`src/rtl/flash_autoprog_pkg.sv`:
```
package flash_autoprog_pkg;

    localparam int ADDR_W = 19;
    localparam int DATA_W = 8;
    localparam int SECT_W = ADDR_W - 8;
    localparam int IDX_W  = 9;

    localparam logic [ADDR_W-1:0] CMD_ADDR_A = 19'h05555;
    localparam logic [ADDR_W-1:0] CMD_ADDR_B = 19'h02AAA;
    localparam logic [ADDR_W-1:0] DEV_CODE_ADDR = 19'h00001;
    localparam logic [DATA_W-1:0] KEY_A = 8'hAA;
    localparam logic [DATA_W-1:0] KEY_B = 8'h55;

    typedef enum logic [3:0] {
        ST_IDLE, ST_CMD, ST_ID_WAIT, ST_ID_READ, ST_EXIT_WAIT,
        ST_CHECK, ST_FETCH, ST_LOAD, ST_PROG_WAIT, ST_DONE
    } ctl_state_t;

    typedef enum logic [1:0] { SEQ_ENTRY, SEQ_EXIT, SEQ_UNLOCK } seq_kind_t;

    typedef struct packed {
        logic known;
        logic big;
        logic slow;
    } dev_cfg_t;

    function automatic logic [DATA_W-1:0] seq_opcode(seq_kind_t k);
        unique case (k)
            SEQ_ENTRY: return 8'h90;
            SEQ_EXIT:  return 8'hF0;
            default:   return 8'hA0;
        endcase
    endfunction

endpackage

```
`src/rtl/flash_id_decode.sv`:
```
module flash_id_decode
    import flash_autoprog_pkg::*;
(
    input  logic [DATA_W-1:0] code,
    output dev_cfg_t          cfg
);
    always_comb begin
        unique case (code)
            8'h5B:   cfg = '{known: 1'b1, big: 1'b1, slow: 1'b0};
            8'hA4:   cfg = '{known: 1'b1, big: 1'b0, slow: 1'b0};
            8'h3B:   cfg = '{known: 1'b1, big: 1'b1, slow: 1'b1};
            8'hC4:   cfg = '{known: 1'b1, big: 1'b0, slow: 1'b1};
            default: cfg = '{known: 1'b0, big: 1'b0, slow: 1'b0};
        endcase
    end
endmodule

```
`src/rtl/flash_wait_timer.sv`:
```
module flash_wait_timer #(
    parameter int TW = 8
) (
    input  logic          clk,
    input  logic          rst_n,
    input  logic          run,
    input  logic [TW-1:0] limit,
    output logic          expired
);
    logic [TW-1:0] cnt;

    always_ff @(posedge clk or negedge rst_n) begin
        if (!rst_n)       cnt <= '0;
        else if (!run)    cnt <= '0;
        else if (!expired) cnt <= cnt + TW'(1);
    end

    assign expired = run && (cnt == limit - TW'(1));
endmodule

```
`src/rtl/flash_bus_port.sv`:
```
module flash_bus_port
    import flash_autoprog_pkg::*;
#(
    parameter int PULSE_CYC = 4
) (
    input  logic              clk,
    input  logic              rst_n,
    input  logic              req,
    input  logic              rd,
    input  logic [ADDR_W-1:0] addr_in,
    input  logic [DATA_W-1:0] data_in,
    output logic              ack,
    output logic [DATA_W-1:0] rdata,
    input  logic [DATA_W-1:0] f_rdata,
    output logic [ADDR_W-1:0] f_addr,
    output logic [DATA_W-1:0] f_wdata,
    output logic              f_ce_n,
    output logic              f_oe_n,
    output logic              f_we_n
);
    localparam int CW = $clog2(PULSE_CYC + 1);

    typedef enum logic [1:0] { P_IDLE, P_ACT, P_REC } port_state_t;
    port_state_t pst;
    logic [CW-1:0] cnt;
    logic          is_rd;
    logic          last_act;

    assign last_act = (pst == P_ACT) && (cnt == CW'(PULSE_CYC - 1));

    always_ff @(posedge clk or negedge rst_n) begin
        if (!rst_n) begin
            pst     <= P_IDLE;
            cnt     <= '0;
            is_rd   <= 1'b0;
            f_addr  <= '0;
            f_wdata <= '0;
            rdata   <= '0;
        end else begin
            unique case (pst)
                P_IDLE: if (req) begin
                    pst     <= P_ACT;
                    cnt     <= '0;
                    is_rd   <= rd;
                    f_addr  <= addr_in;
                    f_wdata <= data_in;
                end
                P_ACT: begin
                    if (last_act) begin
                        pst <= P_REC;
                        if (is_rd) rdata <= f_rdata;
                    end else begin
                        cnt <= cnt + CW'(1);
                    end
                end
                default: pst <= P_IDLE;
            endcase
        end
    end

    always_comb begin
        f_ce_n = !(pst == P_ACT);
        f_we_n = !(pst == P_ACT && !is_rd);
        f_oe_n = !(pst == P_ACT && is_rd);
        ack    = (pst == P_REC);
    end


    we_with_ce_chk: assert property (@(posedge clk) disable iff (!rst_n)
        !f_we_n |-> !f_ce_n);

    rw_excl_chk: assert property (@(posedge clk) disable iff (!rst_n)
        !(!f_we_n && !f_oe_n));

    wr_hold_chk: assert property (@(posedge clk) disable iff (!rst_n)
        (!f_we_n && $past(!f_we_n)) |-> ($stable(f_addr) && $stable(f_wdata)));
endmodule

```
`src/rtl/flash_autoprog.sv`:
```
module flash_autoprog
    import flash_autoprog_pkg::*;
#(
    parameter int CLK_HZ    = 50_000_000,
    parameter int PULSE_CYC = 4
) (
    input  logic              clk,
    input  logic              rst_n,
    input  logic              start,
    input  logic [SECT_W-1:0] sector,
    output logic              busy,
    output logic              done,
    output logic              err,
    output logic              buf_rd,
    output logic [IDX_W-1:0]  buf_addr,
    input  logic [DATA_W-1:0] buf_data,
    output logic [ADDR_W-1:0] f_addr,
    output logic [DATA_W-1:0] f_wdata,
    input  logic [DATA_W-1:0] f_rdata,
    output logic              f_ce_n,
    output logic              f_oe_n,
    output logic              f_we_n
);
    localparam int T_FAST = CLK_HZ / 100;
    localparam int T_SLOW = CLK_HZ / 50;
    localparam int TW     = $clog2(T_SLOW + 1);

    ctl_state_t        state, nxt;
    seq_kind_t         seq;
    logic [1:0]        step;
    logic [IDX_W-1:0]  idx;
    dev_cfg_t          cfg, dec_cfg;
    logic [DATA_W-1:0] id_q;
    logic              err_q;

    logic              port_req, port_rd, port_ack;
    logic [ADDR_W-1:0] req_addr;
    logic [DATA_W-1:0] req_data, port_rdata;
    logic              tmr_run, tmr_exp;
    logic [TW-1:0]     tmr_lim;
    logic              last_step, last_byte;
    logic [ADDR_W-1:0] data_addr;

    assign last_step = (step == 2'd2);
    assign last_byte = cfg.big ? (idx == 9'h1FF) : (idx[7:0] == 8'hFF);
    assign data_addr = cfg.big ? {sector[SECT_W-2:0], idx} : {sector, idx[7:0]};

    flash_id_decode dec_i (.code(id_q), .cfg(dec_cfg));

    flash_wait_timer #(.TW(TW)) tmr_i (
        .clk(clk), .rst_n(rst_n), .run(tmr_run), .limit(tmr_lim), .expired(tmr_exp)
    );

    flash_bus_port #(.PULSE_CYC(PULSE_CYC)) port_i (
        .clk(clk), .rst_n(rst_n), .req(port_req), .rd(port_rd),
        .addr_in(req_addr), .data_in(req_data), .ack(port_ack), .rdata(port_rdata),
        .f_rdata(f_rdata), .f_addr(f_addr), .f_wdata(f_wdata),
        .f_ce_n(f_ce_n), .f_oe_n(f_oe_n), .f_we_n(f_we_n)
    );

    always_ff @(posedge clk or negedge rst_n) begin
        if (!rst_n) state <= ST_IDLE;
        else        state <= nxt;
    end

    always_comb begin
        nxt = state;
        unique case (state)
            ST_IDLE:      if (start) nxt = ST_CMD;
            ST_CMD:       if (port_ack && last_step) begin
                              unique case (seq)
                                  SEQ_ENTRY: nxt = ST_ID_WAIT;
                                  SEQ_EXIT:  nxt = ST_EXIT_WAIT;
                                  default:   nxt = ST_FETCH;
                              endcase
                          end
            ST_ID_WAIT:   if (tmr_exp) nxt = ST_ID_READ;
            ST_ID_READ:   if (port_ack) nxt = ST_CMD;
            ST_EXIT_WAIT: if (tmr_exp) nxt = ST_CHECK;
            ST_CHECK:     nxt = dec_cfg.known ? ST_CMD : ST_IDLE;
            ST_FETCH:     nxt = ST_LOAD;
            ST_LOAD:      if (port_ack) nxt = last_byte ? ST_PROG_WAIT : ST_FETCH;
            ST_PROG_WAIT: if (tmr_exp) nxt = ST_DONE;
            ST_DONE:      nxt = ST_IDLE;
            default:      nxt = ST_IDLE;
        endcase
    end

    always_ff @(posedge clk or negedge rst_n) begin
        if (!rst_n) begin
            seq   <= SEQ_ENTRY;
            step  <= '0;
            idx   <= '0;
            cfg   <= '0;
            id_q  <= '0;
            err_q <= 1'b0;
        end else begin
            unique case (state)
                ST_IDLE: if (start) begin
                    err_q <= 1'b0;
                    step  <= '0;
                    idx   <= '0;
                    seq   <= cfg.known ? SEQ_UNLOCK : SEQ_ENTRY;
                end
                ST_CMD: if (port_ack) step <= last_step ? 2'd0 : step + 2'd1;
                ST_ID_READ: if (port_ack) begin
                    id_q <= port_rdata;
                    seq  <= SEQ_EXIT;
                    step <= '0;
                end
                ST_CHECK: begin
                    if (dec_cfg.known) begin
                        cfg  <= dec_cfg;
                        seq  <= SEQ_UNLOCK;
                        step <= '0;
                    end else begin
                        err_q <= 1'b1;
                    end
                end
                ST_LOAD: if (port_ack && !last_byte) idx <= idx + IDX_W'(1);
                default: ;
            endcase
        end
    end

    always_comb begin
        busy     = (state != ST_IDLE);
        done     = (state == ST_DONE);
        err      = err_q;
        buf_rd   = (state == ST_FETCH);
        buf_addr = idx;
        port_req = (state == ST_CMD) || (state == ST_ID_READ) || (state == ST_LOAD);
        port_rd  = (state == ST_ID_READ);
        tmr_run  = (state == ST_ID_WAIT) || (state == ST_EXIT_WAIT) || (state == ST_PROG_WAIT);
        tmr_lim  = (state == ST_PROG_WAIT && !cfg.slow) ? TW'(T_FAST) : TW'(T_SLOW);
        req_addr = '0;
        req_data = '0;
        unique case (state)
            ST_CMD: begin
                if (step == 2'd1) begin
                    req_addr = CMD_ADDR_B;
                    req_data = KEY_B;
                end else begin
                    req_addr = CMD_ADDR_A;
                    req_data = (step == 2'd0) ? KEY_A : seq_opcode(seq);
                end
            end
            ST_ID_READ: req_addr = DEV_CODE_ADDR;
            ST_LOAD: begin
                req_addr = data_addr;
                req_data = buf_data;
            end
            default: ;
        endcase
    end


    done_pulse_chk: assert property (@(posedge clk) disable iff (!rst_n)
        done |=> !done);

    err_quiet_chk: assert property (@(posedge clk) disable iff (!rst_n)
        err |-> f_we_n);

    fetch_single_chk: assert property (@(posedge clk) disable iff (!rst_n)
        buf_rd |=> !buf_rd);

    no_read_after_cfg_chk: assert property (@(posedge clk) disable iff (!rst_n)
        !f_oe_n |-> !cfg.known);
endmodule

```
`config.mk`:
```
export PLATFORM = sky130hd
export DESIGN_NAME = flash_autoprog
export DESIGN_NICKNAME = d
export VERILOG_FILES = /design/src/rtl/flash_autoprog_pkg.sv /design/src/rtl/flash_id_decode.sv /design/src/rtl/flash_wait_timer.sv /design/src/rtl/flash_bus_port.sv /design/src/rtl/flash_autoprog.sv
export SDC_FILE = /design/constraint.sdc
export NUM_CORES = 1
export LEC_CHECK = 0
export BUFFER_PORTS_ARGS = -buffer_cell sky130_fd_sc_hd__buf_2
export CORE_MARGIN = 8
export CORE_UTILIZATION = 35
export DETAILED_ROUTE_END_ITERATION = 7
export GPL_ROUTABILITY_DRIVEN = 0
export PLACE_DENSITY = 0.6
export SLEW_MARGIN = 20
export SYNTH_ARGS = -nofsm -noshare
export SYNTH_HDL_FRONTEND = slang
export SYNTH_SLANG_ARGS = --single-unit
```
`constraint.sdc`:
```
create_clock -name clk -period 2.3 [get_ports clk]
set_input_delay 0.23 -clock clk [delete_from_list [all_inputs] [get_ports clk]]
set_output_delay 0.23 -clock clk [all_outputs]
set_load 0.05 [all_outputs]
```
==> metrics.yaml <==
nFillCells: 1244
r2r_end: "buf_addr[7]$_DFFE_PN0P_"
grt_pass1_wl_um: 17900
power.leakage_nw: 2.51
reg2reg_from: "buf_addr[0]$_DFFE_PN0P_"
min_delay_path_depth: 2
tritoncts: "yes"
final_cells: 727
worstPathRequired_ns: 2.52
ant_nets: 0
first_pass_iters: 4
track_usage_pct: 13.3
drt-total-wl_um: 10700
rsz0062_at_grt: "no"
synth-edff-count: 0
fin_tns_setup_ns: 0
io_pins: 73
final_max_slew_viol_count: 0
cts-root-buf: "clkbuf_16"
placedCellCount: 711
hp-class: "input port to register"
path_cells: "ha_4 -> nand3_1 -> nor2_1 -> ha_1 -> nand2_1 -> or3b_4 -> a211o_4 -> o311ai_2 -> o31ai_1"
drc: 0
setup_viol: 0
cp_max_fo: 6
die_x_um: 130
post_cts.repair.setup_buffers: 0
dpl.hpwl_um: 7990
skew_ns: 0.00493
fp-row-count: 41
max_stage_delay_ns: 0.43
grt_overflow_total: 0
synth_area_leaders: "dfrtp_1 50%, mux2_2 6.5%, nand2_1 4.7%"
cts_made_buffers: 9
finalHoldViolations: 0
syn_to_final_growth_pct: 23.4
yosysTopAreaCell: "dfrtp_1"
initialDrtViolationCount: 240
start_util_pct: 36.0
synth_top_area_share_pct: 49.6
ys_ff_latch: 90
regToRegSetupSlack_ns: 0.11
clkSinkCount: 90
ys_warn_count: 0
synth_cells: 459
synth.most_common_cell: "dfrtp_1"
die-area_um2: 16900
cp-start-kind: "register"
core_um2: 12600
arrival_ns: 2.40
drive_gt1_share_pct: 28.8
grt_max_degree: 55
antenna_found_initial: 0
final_net_count: 586
layout_setup_ws_ns: 0.113
ir_drop_mv: 0.332
syn-cell-area_um2: 4540
rr_worst_depth: 9
cts.clk_slew.worst_paths_ns: 0.06
period_share_pct: 95.1
power_density_nw_per_um2: 1170
outcome: "completed"
end_kind: "register"
ys.flop_type: "dfrtp_1"
min_to: "port_i.rdata[5]$_DFFE_PN0P_"
period_needed_ns: 2.19
ys_seq_area_share_pct: 49.6
synth_fp_nets: 494
antenna_cells: 0
via_per_inst: 5.07
clock_path_buffers: 2
synth_async_sr_flop_share_pct: 100
pre_cts_slack_ns: 0.0904
insertion_delay_ns: 0.34
drv_cap: 0
first_global_vias: 3709
clock.fmax_ghz: 0.457
htree_levels: 3
wl_per_cell_um: 14.7
io_buffers: 72
hold_ws_ns: 0.116
worst_pin_slew_ns: 0.661
fp.dieH_um: 130
worst-setup-path-type: "register to register"
max_slew_margin_pct: 55.9
avgSynthCellArea_um2: 9.89
synth_commonest_cells: "90 x dfrtp_1, 57 x nand2_1, 38 x a21oi_1, 36 x o21ai_0, 31 x nor2_1"
worstHoldStart: "f_rdata[5]"
slowest_stage: "dfrtp_2"
synthDistinctLibCells: 59
dr_total_vias: 3685
area by class of cell:
cell class | instances | area [µm²] | area share (%)
Timing Repair Buffer | 100 | 601 | 10.7
Tap cell | 172 | 215 | 3.84
Clock buffer | 12 | 236 | 4.22
Multi-Input combinational cell | 336 | 2190 | 39.2
Inverter | 14 | 52.6 | 0.938
Clock inverter | 3 | 42.5 | 0.759
Sequential cell | 90 | 2260 | 40.4
through the flow:
step           util, %  total power [W]  instance area [µm²]
2_1_floorplan        -          0.00436                 4560
3_3_place_gp      41.9          0.00514                 5290
3_5_place_dp      41.9          0.00521                 5290
4_1_cts           44.2          0.00665                 5580
5_1_grt           44.4          0.00701                 5600
6_report          44.4          0.00657                 5600
state kept, by name, summed over array words and instances, names as in the netlist:
signal,count
id_q,8
buf_addr,9
port_i.f_addr,19
port_i.cnt,3
port_i.rdata,8
port_i.f_wdata,8
cfg,3
port_i.is_rd,1
tmr_i.cnt,20
seq,2
step,2
state,4
err,1
port_i.pst,2
metal layers:
layer  track usage (%)  vias up  routed length, µm
li1                  -     1835                  -
met1              16.8     1743               5000
met2              20.6       92               4700
met3              3.96       15                802
met4              5.94        0                174
met5                 0        -                  0
worst max path at each step:
| stage | from | to | slack, ns | cells past startpoint |
|---|---|---|---|---|
| after floorplan | state[0]$_DFFE_PN0P_ | state[2]$_DFFE_PN0P_ | 0.007 | 6 |
| after global placement | buf_addr[0]$_DFFE_PN0P_ | buf_addr[7]$_DFFE_PN0P_ | 0.15 | 9 |
| after detailed placement | buf_addr[0]$_DFFE_PN0P_ | buf_addr[7]$_DFFE_PN0P_ | 0.09 | 9 |
| after CTS | state[2]$_DFFE_PN0P_ | buf_rd | 0.04 | 4 |
| after global routing | state[2]$_DFFE_PN0P_ | buf_rd | 0.03 | 4 |
| final | buf_addr[0]$_DFFE_PN0P_ | buf_addr[7]$_DFFE_PN0P_ | 0.11 | 9 |
cell families after synthesis:
family | synth area share (%)
AND/OR/NAND/NOR | 18.9
multiplexers | 8.68
adder cells (fa/ha/maj) | 1.38
flip-flops | 49.6
AO/OA/AOI/OAI | 15.2
buffers and inverters | 3.06
XOR/XNOR | 3.09
report_power, final:
part / switching (W) / internal, W / leakage, nW
registers: 0.000298 / 0.00200 / 1.19
clock network: 0.000576 / 0.000835 / 0.133
logic: 0.00194 / 0.000921 / 1.19
total: 0.00281 / 0.00375 / 2.51
cell usage in the layout, fill, tap and decap left out, types with 3 or more instances in the layout:
cell	netlist	routed
o21ai_0	36	36
mux2i_1	9	9
nor2b_1	4	4
nor2_1	31	31
a22o_1	4	4
and4_1	4	4
nor3_1	7	7
nand2_1	57	57
a22oi_1	3	3
xor2_1	11	11
clkbuf_1	11	3
ha_1	5	4
and3_1	4	4
dfrtp_2	0	7
clkbuf_16	0	9
a21o_1	3	3
dfrtp_1	90	83
or3_1	5	5
o31ai_1	7	7
nor4_1	5	4
nand2b_1	7	7
buf_4	2	26
buf_2	6	71
o211ai_1	3	3
inv_1	13	13
mux2_2	26	26
a21oi_1	38	38
xnor2_1	5	5
nand4_1	10	10
nand3_1	13	13
worst max-delay path: cells and delay by family (launching register included):
family	cells	cell delay (ns)
simple gates	4	0.63
flops	1	0.43
fa+ha+maj	2	0.36
compound gates	3	0.64
repair_timing:
action | CTS | global route
resized for setup | 0 | 6
hold buffers | 1 | 0
setup endpoints to repair | 0 | 11
endpoints found under the hold margin | 48 | 0
(Power assumes the default switching activity.)
